==> src/rtl/burst_seq_pkg.sv <==
package burst_seq_pkg;

    localparam int COL_W   = 8;
    localparam int LEN_W   = 3;
    localparam int BEAT_W  = COL_W;

    typedef logic [COL_W-1:0] col_t;

    typedef enum logic [LEN_W-1:0] {
        BLEN_1    = 3'b000,
        BLEN_2    = 3'b001,
        BLEN_4    = 3'b010,
        BLEN_8    = 3'b011,
        BLEN_FULL = 3'b111
    } blen_e;

    typedef struct packed {
        logic  ilv;
        blen_e len;
    } mode_t;

    typedef struct packed {
        logic              act;
        col_t              start;
        logic [BEAT_W-1:0] beat;
        mode_t             mode;
    } burst_t;

    localparam mode_t MODE_RST = '{ilv: 1'b0, len: BLEN_1};

    function automatic logic len_code_ok(input logic [LEN_W-1:0] code);
        case (code)
            3'b000, 3'b001, 3'b010, 3'b011, 3'b111: len_code_ok = 1'b1;
            default:                                len_code_ok = 1'b0;
        endcase
    endfunction

    function automatic logic len_is_full(input blen_e len);
        len_is_full = (len == BLEN_FULL);
    endfunction

    // Low-bit mask of the aligned block, equal to BL-1 for finite lengths.
    function automatic col_t len_mask(input blen_e len);
        case (len)
            BLEN_1:  len_mask = col_t'(0);
            BLEN_2:  len_mask = col_t'(1);
            BLEN_4:  len_mask = col_t'(3);
            BLEN_8:  len_mask = col_t'(7);
            default: len_mask = '1;
        endcase
    endfunction

endpackage

==> src/rtl/bsq_mode_reg.sv <==
module bsq_mode_reg
    import burst_seq_pkg::*;
(
    input  logic             clk,
    input  logic             rst,
    input  logic             wr,
    input  logic             ilv_in,
    input  logic [LEN_W-1:0] len_in,
    output mode_t            mode_q
);

    logic accept;

    assign accept = wr && len_code_ok(len_in);

    always_ff @(posedge clk) begin
        if (rst) begin
            mode_q <= MODE_RST;
        end else if (accept) begin
            mode_q.ilv <= ilv_in;
            mode_q.len <= blen_e'(len_in);
        end
    end

endmodule

==> src/rtl/bsq_beat_ctrl.sv <==
module bsq_beat_ctrl
    import burst_seq_pkg::*;
(
    input  logic   clk,
    input  logic   rst,
    input  mode_t  mode_cur,
    input  logic   cmd_valid,
    input  col_t   cmd_col,
    input  logic   stop,
    output burst_t st_q,
    output logic   final_beat,
    output logic   full_mode
);

    col_t   mask;
    burst_t st_d;

    assign mask       = len_mask(st_q.mode.len);
    assign full_mode  = len_is_full(st_q.mode.len);
    assign final_beat = st_q.act && !full_mode && (st_q.beat == mask);

    always_comb begin
        st_d = st_q;
        if (cmd_valid) begin
            st_d.act   = 1'b1;
            st_d.start = cmd_col;
            st_d.beat  = '0;
            st_d.mode  = mode_cur;
        end else if (st_q.act) begin
            if (stop || final_beat) begin
                st_d.act = 1'b0;
            end else begin
                st_d.beat = st_q.beat + 1'b1;
            end
        end
    end

    always_ff @(posedge clk) begin
        if (rst) begin
            st_q <= '{act: 1'b0, start: '0, beat: '0, mode: MODE_RST};
        end else begin
            st_q <= st_d;
        end
    end

endmodule

==> src/rtl/bsq_addr_gen.sv <==
module bsq_addr_gen
    import burst_seq_pkg::*;
(
    input  burst_t st,
    input  logic   full_mode,
    output col_t   col
);

    col_t mask;
    col_t sum;

    assign mask = len_mask(st.mode.len);
    assign sum  = st.start + col_t'(st.beat);

    // Per bit: inside the aligned block the bit counts or flips, outside it holds.
    for (genvar i = 0; i < COL_W; i++) begin : g_bit
        always_comb begin
            if (full_mode) begin
                col[i] = sum[i];
            end else if (mask[i]) begin
                col[i] = st.mode.ilv ? (st.start[i] ^ st.beat[i]) : sum[i];
            end else begin
                col[i] = st.start[i];
            end
        end
    end

endmodule

==> src/rtl/burst_col_seq.sv <==
module burst_col_seq
    import burst_seq_pkg::*;
(
    input  logic             clk,
    input  logic             rst,
    input  logic             mode_wr,
    input  logic             mode_ilv,
    input  logic [LEN_W-1:0] mode_len,
    input  logic             cmd_valid,
    input  logic [COL_W-1:0] cmd_col,
    input  logic             burst_stop,
    output logic [COL_W-1:0] col_out,
    output logic             col_valid,
    output logic             col_last
);

    mode_t  mode_q;
    burst_t st_q;
    logic   final_beat;
    logic   full_mode;
    col_t   col_calc;

    bsq_mode_reg u_mode (
        .clk    (clk),
        .rst    (rst),
        .wr     (mode_wr),
        .ilv_in (mode_ilv),
        .len_in (mode_len),
        .mode_q (mode_q)
    );

    bsq_beat_ctrl u_ctrl (
        .clk        (clk),
        .rst        (rst),
        .mode_cur   (mode_q),
        .cmd_valid  (cmd_valid),
        .cmd_col    (cmd_col),
        .stop       (burst_stop),
        .st_q       (st_q),
        .final_beat (final_beat),
        .full_mode  (full_mode)
    );

    bsq_addr_gen u_addr (
        .st        (st_q),
        .full_mode (full_mode),
        .col       (col_calc)
    );

    assign col_out   = col_calc;
    assign col_valid = st_q.act;
    assign col_last  = final_beat;

endmodule

==> config.mk <==
export PLATFORM = sky130hd
export DESIGN_NAME = burst_col_seq
export DESIGN_NICKNAME = d
export VERILOG_FILES = /design/src/rtl/burst_seq_pkg.sv /design/src/rtl/bsq_mode_reg.sv /design/src/rtl/bsq_beat_ctrl.sv /design/src/rtl/bsq_addr_gen.sv /design/src/rtl/burst_col_seq.sv
export SDC_FILE = /design/constraint.sdc
export NUM_CORES = 1
export LEC_CHECK = 0
export BUFFER_PORTS_ARGS = -buffer_cell sky130_fd_sc_hd__buf_2
export CORE_MARGIN = 10
export CORE_UTILIZATION = 50
export CTS_CLUSTER_DIAMETER = 80
export DETAILED_ROUTE_END_ITERATION = 8
export GPL_ROUTABILITY_DRIVEN = 0
export PLACE_DENSITY = 0.77
export SETUP_SLACK_MARGIN = 0.15
export SYNTH_ARGS = -nofsm -noshare
export SYNTH_HDL_FRONTEND = slang
export SYNTH_SLANG_ARGS = --single-unit
==> constraint.sdc <==
create_clock -name clk -period 1.75 [get_ports clk]
set_input_delay 0 -clock clk [delete_from_list [all_inputs] [get_ports clk]]
set_output_delay 0 -clock clk [all_outputs]
set_load 0.01 [all_outputs]
# ---- After elaboration in Yosys (flattened, before gate mapping)
# Index checks and enable logic that the tools add are counted.
# W data, S select, Z words.
dict set report word_totals {
  regBits 25
  elab_cells 66
}
dict set report classes {
  mux 29
  eq_ne 9
  n_addsub 2
  bitwise_logic 9
  n_reduce_logical 10
}
# operator n
set ops {}
lappend ops {{$pmux W8 S4} 1}
lappend ops {{$mux W1} 28}
lappend ops {{$eq A3 B2 Y1 const B} 4}
lappend ops {{$add A8 B1 Y8 const B} 1}
lappend ops {{$add A8 B8 Y8} 1}
lappend ops {{$eq A8 B8 Y1} 1}
lappend ops {{$xor A1 B1 Y1} 8}
lappend ops {{$eq A3 B1 Y1 const B} 2}
lappend ops {{$eq A3 B3 Y1 const B} 2}
lappend ops {{$logic_not A3 Y1} 2}
lappend ops {{$reduce_or A5 Y1} 1}
lappend ops {{$logic_and A1 B1 Y1} 3}
lappend ops {{$reduce_and A2 Y1} 1}
lappend ops {{$reduce_or A2 Y1} 1}
lappend ops {{$logic_not A1 Y1} 1}
lappend ops {{$logic_or A1 B1 Y1} 1}
lappend ops {{$not A1 Y1} 1}

# ---- Longest topological paths before layout
dict set report logic_depth {
  depth_word 8
  ltp_mapped 7
  mapped_depth_nobuf 7
}

# ---- Cells and area by module
# Synthesis repeated with hierarchy kept, for this count alone.
dict set report unflattened {
  cells_unflattened 214
  hier_area_um2 1805.5
}
# mod instances area_each_um2 cells_per_inst seq_area_each_um2
set modules_own_cells {}
lappend modules_own_cells {bsq_beat_ctrl 1 1092.3 118 420.4}
lappend modules_own_cells {bsq_addr_gen 1 533.0 78 0.0}
lappend modules_own_cells {bsq_mode_reg 1 180.2 18 80.1}

# ---- Worst setup path after synthesis
# OpenSTA, ideal clock, no wires.
dict set report synth_path {
  path_kind {flip-flop to output port}
  from {reg u_ctrl.st_q[4] (netlist name)}
  to {out col_out[6]}
  setup_slack_ns -0.098
  arrival_ns 1.848
  path_stages_with_launch 8
  path_buffers 0
  path_cell_list {dfxtp_1 ha_1 fa_1 a21o_1 a21oi_1 o211ai_1 nor3b_1 o31a_1}
}
dict set report synth_between {
  elab_chain_len 4
}
# item line_no
set synth_rtl {}
lappend synth_rtl {{$add A8 B8 Y8 *} bsq_addr_gen.sv:13} ;# assign sum = st.start + col_t'(st.beat);
lappend synth_rtl {{$mux W1} bsq_addr_gen.sv:21} ;# col[i] = st.mode.ilv ? (st.start[i] ^ st.beat[i]) : sum[i];
lappend synth_rtl {{$mux W1} bsq_addr_gen.sv:20} ;# end else if (mask[i]) begin
lappend synth_rtl {{$mux W1 *} bsq_addr_gen.sv:18} ;# if (full_mode) begin
lappend synth_rtl {{end, declared} burst_col_seq.sv:12} ;# output logic [COL_W-1:0] col_out,
# Every way passes the cells marked *; elsewhere a longest branch is shown, timed or not.

# ---- Final worst setup path
dict set report layout_path {
  from {reg u_ctrl.st_q[4] (netlist name)}
  to {out col_out[6]}
}
dict set report layout_between {
  elab_chain_len 4
}
# item line_no
set layout_rtl {}
lappend layout_rtl {{$add A8 B8 Y8 *} bsq_addr_gen.sv:13}
lappend layout_rtl {{$mux W1} bsq_addr_gen.sv:21}
lappend layout_rtl {{$mux W1} bsq_addr_gen.sv:20}
lappend layout_rtl {{$mux W1 *} bsq_addr_gen.sv:18}
# Marked as above.

==> impl_metrics.yaml <==
cts:
  numCtsBuffers: 3
  cts_tree: "done"
  clk_latency_ns: 0.33
  cts_root_buffer: "clkbuf_4"
  cts_sinks: 25
  clock_path_buffers: 2
  path_clk_slew_ns: 0.15
  ctsHtreeMaxLevel: 1
logic_synthesis:
  synth_seq_cells: 25
  syn_nets: 238
  yosys.cell_types.count: 50
  avgSynthCellArea_sq_um: 8.28
  yosysSeqAreaShare_pct: 28.5
  synth_common_cells: "25 x dfxtp_1, 23 x nor2_1, 21 x nand2_1, 19 x mux2i_1"
  synth-edff-count: 0
  synth_flop_cell: "dfxtp_1"
  ys_async_sr_fraction_pct: 0
  netlist_instances: 212
  ys_warn_count: 0
  synth.most_common_cell: "dfxtp_1"
  syn_area_sq_um: 1760
  netlist_top_cells_area: "dfxtp_1 29%, mux2i_1 11%, ha_1 5.7%"
  synth_top_area_share_pct: 28.5
  synth_top_cell_by_area: "dfxtp_1"
layout:
  seq_area_sq_um: 528
  syn_to_final_growth_pct: 44.9
  layout-drive-gt1-share_pct: 41.8
  nets: 307
  fillCellCount: 242
  n_antenna_cell: 0
  multiInputGateArea_sq_um: 1360
floorplanning:
  die_h_um: 79.3
  io_pins: 27
  start_util_pct: 52.2
  dieArea_sq_um: 6280
  row_count: 21
  coreArea_sq_um: 3360
  die_width_um: 79.3
critical_path:
  worstPathArrival_ns: 2.22
  worst_setup_path_start_kind: "register"
  crit_path_end_kind: "output port"
  crit_required_ns: 1.75
  critPathKind: "reg2out"
  critPathMaxFanout: 2
placed_design:
  hpwlAfterDp_um: 3310
  numPortBuffers: 26
pwr:
  seqPwrFrac_pct: 51.4
  ir_drop_mv: 0.518
  switchingPower_uw: 361
  p_int_uw: 829
  cellPowerDensity_nw_per_um2: 468
  pwr-share-comb_pct: 25.1
  p_leak_nw: 1.09
  fin_total_pwr_mw: 1.19
  sw_frac_of_total_pct: 30.4
  pwr-share-clk_pct: 23.5
global_route:
  grt_pass1_wl_um: 9050
  overflow: 0
  grt_pass1_vias: 1980
  grtUsageTotal_pct: 17.4
  antenna_found_initial: 0
  grt_max_degree: 24
sta:
  fmax_mhz: 451
  rsz0062_at_grt: "yes"
  period_minus_slack_ns: 2.22
  fin_ws_ns: -0.468
  min_period_over_period_pct: 127
  relSlewSlack_pct: 65.8
  hold_violations: 0
  hold_ws_ns: 0.0303
  tightestPinTransition_ns: 0.509
  setup_viol: 7
  fin_skew_ns: 0.00288
  slew_violations: 0
drt:
  drc_errors: 0
  vias: 1900
  dr.pass1.iters: 4
  drtIter0Drc: 171
  drt-total-wl_um: 5510
  viasPerCell: 5.83
  ant_nets: 0
  wire_per_inst_um: 16.9
status:
  status: "finished with violations"
  failed_checks: "negative setup slack"
worst_hold_path:
  hp-class: "in2reg"
run:
  drv_cap: 0
## worst max-delay path, cell delays in order, from the launching register on
cell      delay, ns
dfxtp_4        0.38
ha_4           0.16
fa_2           0.37
a21o_1         0.17
a21oi_2        0.13
o211ai_1       0.11
nor3b_2        0.18
o31a_1         0.24
buf_2          0.14
## layer usage
layer | part of all wire [%] | vias up | wire (um) | track usage (%)
li1 | - | 900 | - | -
met1 | 39 | 905 | 2130 | 18.1
met2 | 52 | 79 | 2850 | 32.1
met3 | 6.7 | 16 | 367 | 4.05
met4 | 2.8 | 0 | 155 | 8.06
met5 | 0 | - | 0 | 0
## kinds of logic (layout without fill, tap and decap cells)
family	after synthesis	in the layout	share of synthesized area, %
AOI/OAI and AO/OA	46	46	19.6
xor gates and xnor gates	3	3	1.50
adders and majority gates	9	9	6.84
buffers and inverters	17	85	5.63
DFF	25	25	28.5
muxes	20	20	11.5
and+or+nand+nor	92	92	26.4
## flip-flops by register name (all words and copies together), names as in the netlist
name / count
u_ctrl.st_q: 21
u_mode.mode_q: 4
## what timing repair did
action / CTS / global route
endpoints found under the hold margin: 12 / 1
buffers inserted: 5 / 3
gates resized for setup: 39 / 15
pin swaps: 16 / 11
cloned: 0 / 0
hold buffers: 14 / 1
setup endpoints to repair: 18 / 18
## final timing paths
kind | from | endpoint | slack (ns) | depth (start not counted)
max reg2reg | u_ctrl.st_q[9]$_SDFFE_PP0P_ | u_ctrl.st_q[8]$_SDFFE_PP0P_ | 0.05 | 7
max | u_ctrl.st_q[4]$_SDFFE_PP0P_ | col_out[6] | -0.47 | 8
min reg2reg | u_mode.mode_q[3]$_SDFFE_PP0P_ | u_mode.mode_q[3]$_SDFFE_PP0P_ | 0.48 | 2
min | mode_wr | u_mode.mode_q[3]$_SDFFE_PP0P_ | 0.03 | 4
## power by group through the flow
| stage | sequential, mW | combinational, mW | clock [mW] |
|---|---|---|---|
| finish | 0.612 | 0.299 | 0.280 |
| global route | 0.615 | 0.325 | 0.306 |
| CTS | 0.611 | 0.276 | 0.281 |
| detailed placement | 0.622 | 0.231 | 0 |
| global placement | 0.621 | 0.226 | 0 |
| floorplan | 0.616 | 0.153 | 0 |
## cells in the final DEF, fill, tap and decap left out, types with 8 or more instances in the layout
cell,netlist,layout
nand3_1,11,9
buf_2,3,26
dlygate4sd3_1,0,15
inv_1,8,8
buf_4,0,27
nor2_1,23,22
mux2i_1,19,19
a21oi_2,4,8
dfxtp_2,0,13
nand2_1,21,20
dfxtp_1,25,9
## metrics by stage
stage / instance area, sq um / TNS [ns] / utilization, % / worst slack (ns) / instances
floorplan: 1780 / -0.00339 / - / -0.00339 / 212
global placement: 2080 / -0.196 / 61.9 / -0.127 / 299
detailed placement: 2080 / -0.352 / 61.9 / -0.181 / 299
CTS: 2450 / -1.70 / 72.8 / -0.498 / 322
global route: 2540 / -2.76 / 75.6 / -0.579 / 326
finish: 2540 / -1.81 / 75.6 / -0.468 / 326
## layout make-up
cell class,instances,area share (%)
inverters,8,1.18
repair buffers,73,21.2
clock inverters,1,0.246
multi-input cells,170,53.5
well taps,46,2.26
flip-flops and latches,25,20.8
clock buffers,3,0.885
Power figures use the tool's default switching activity.
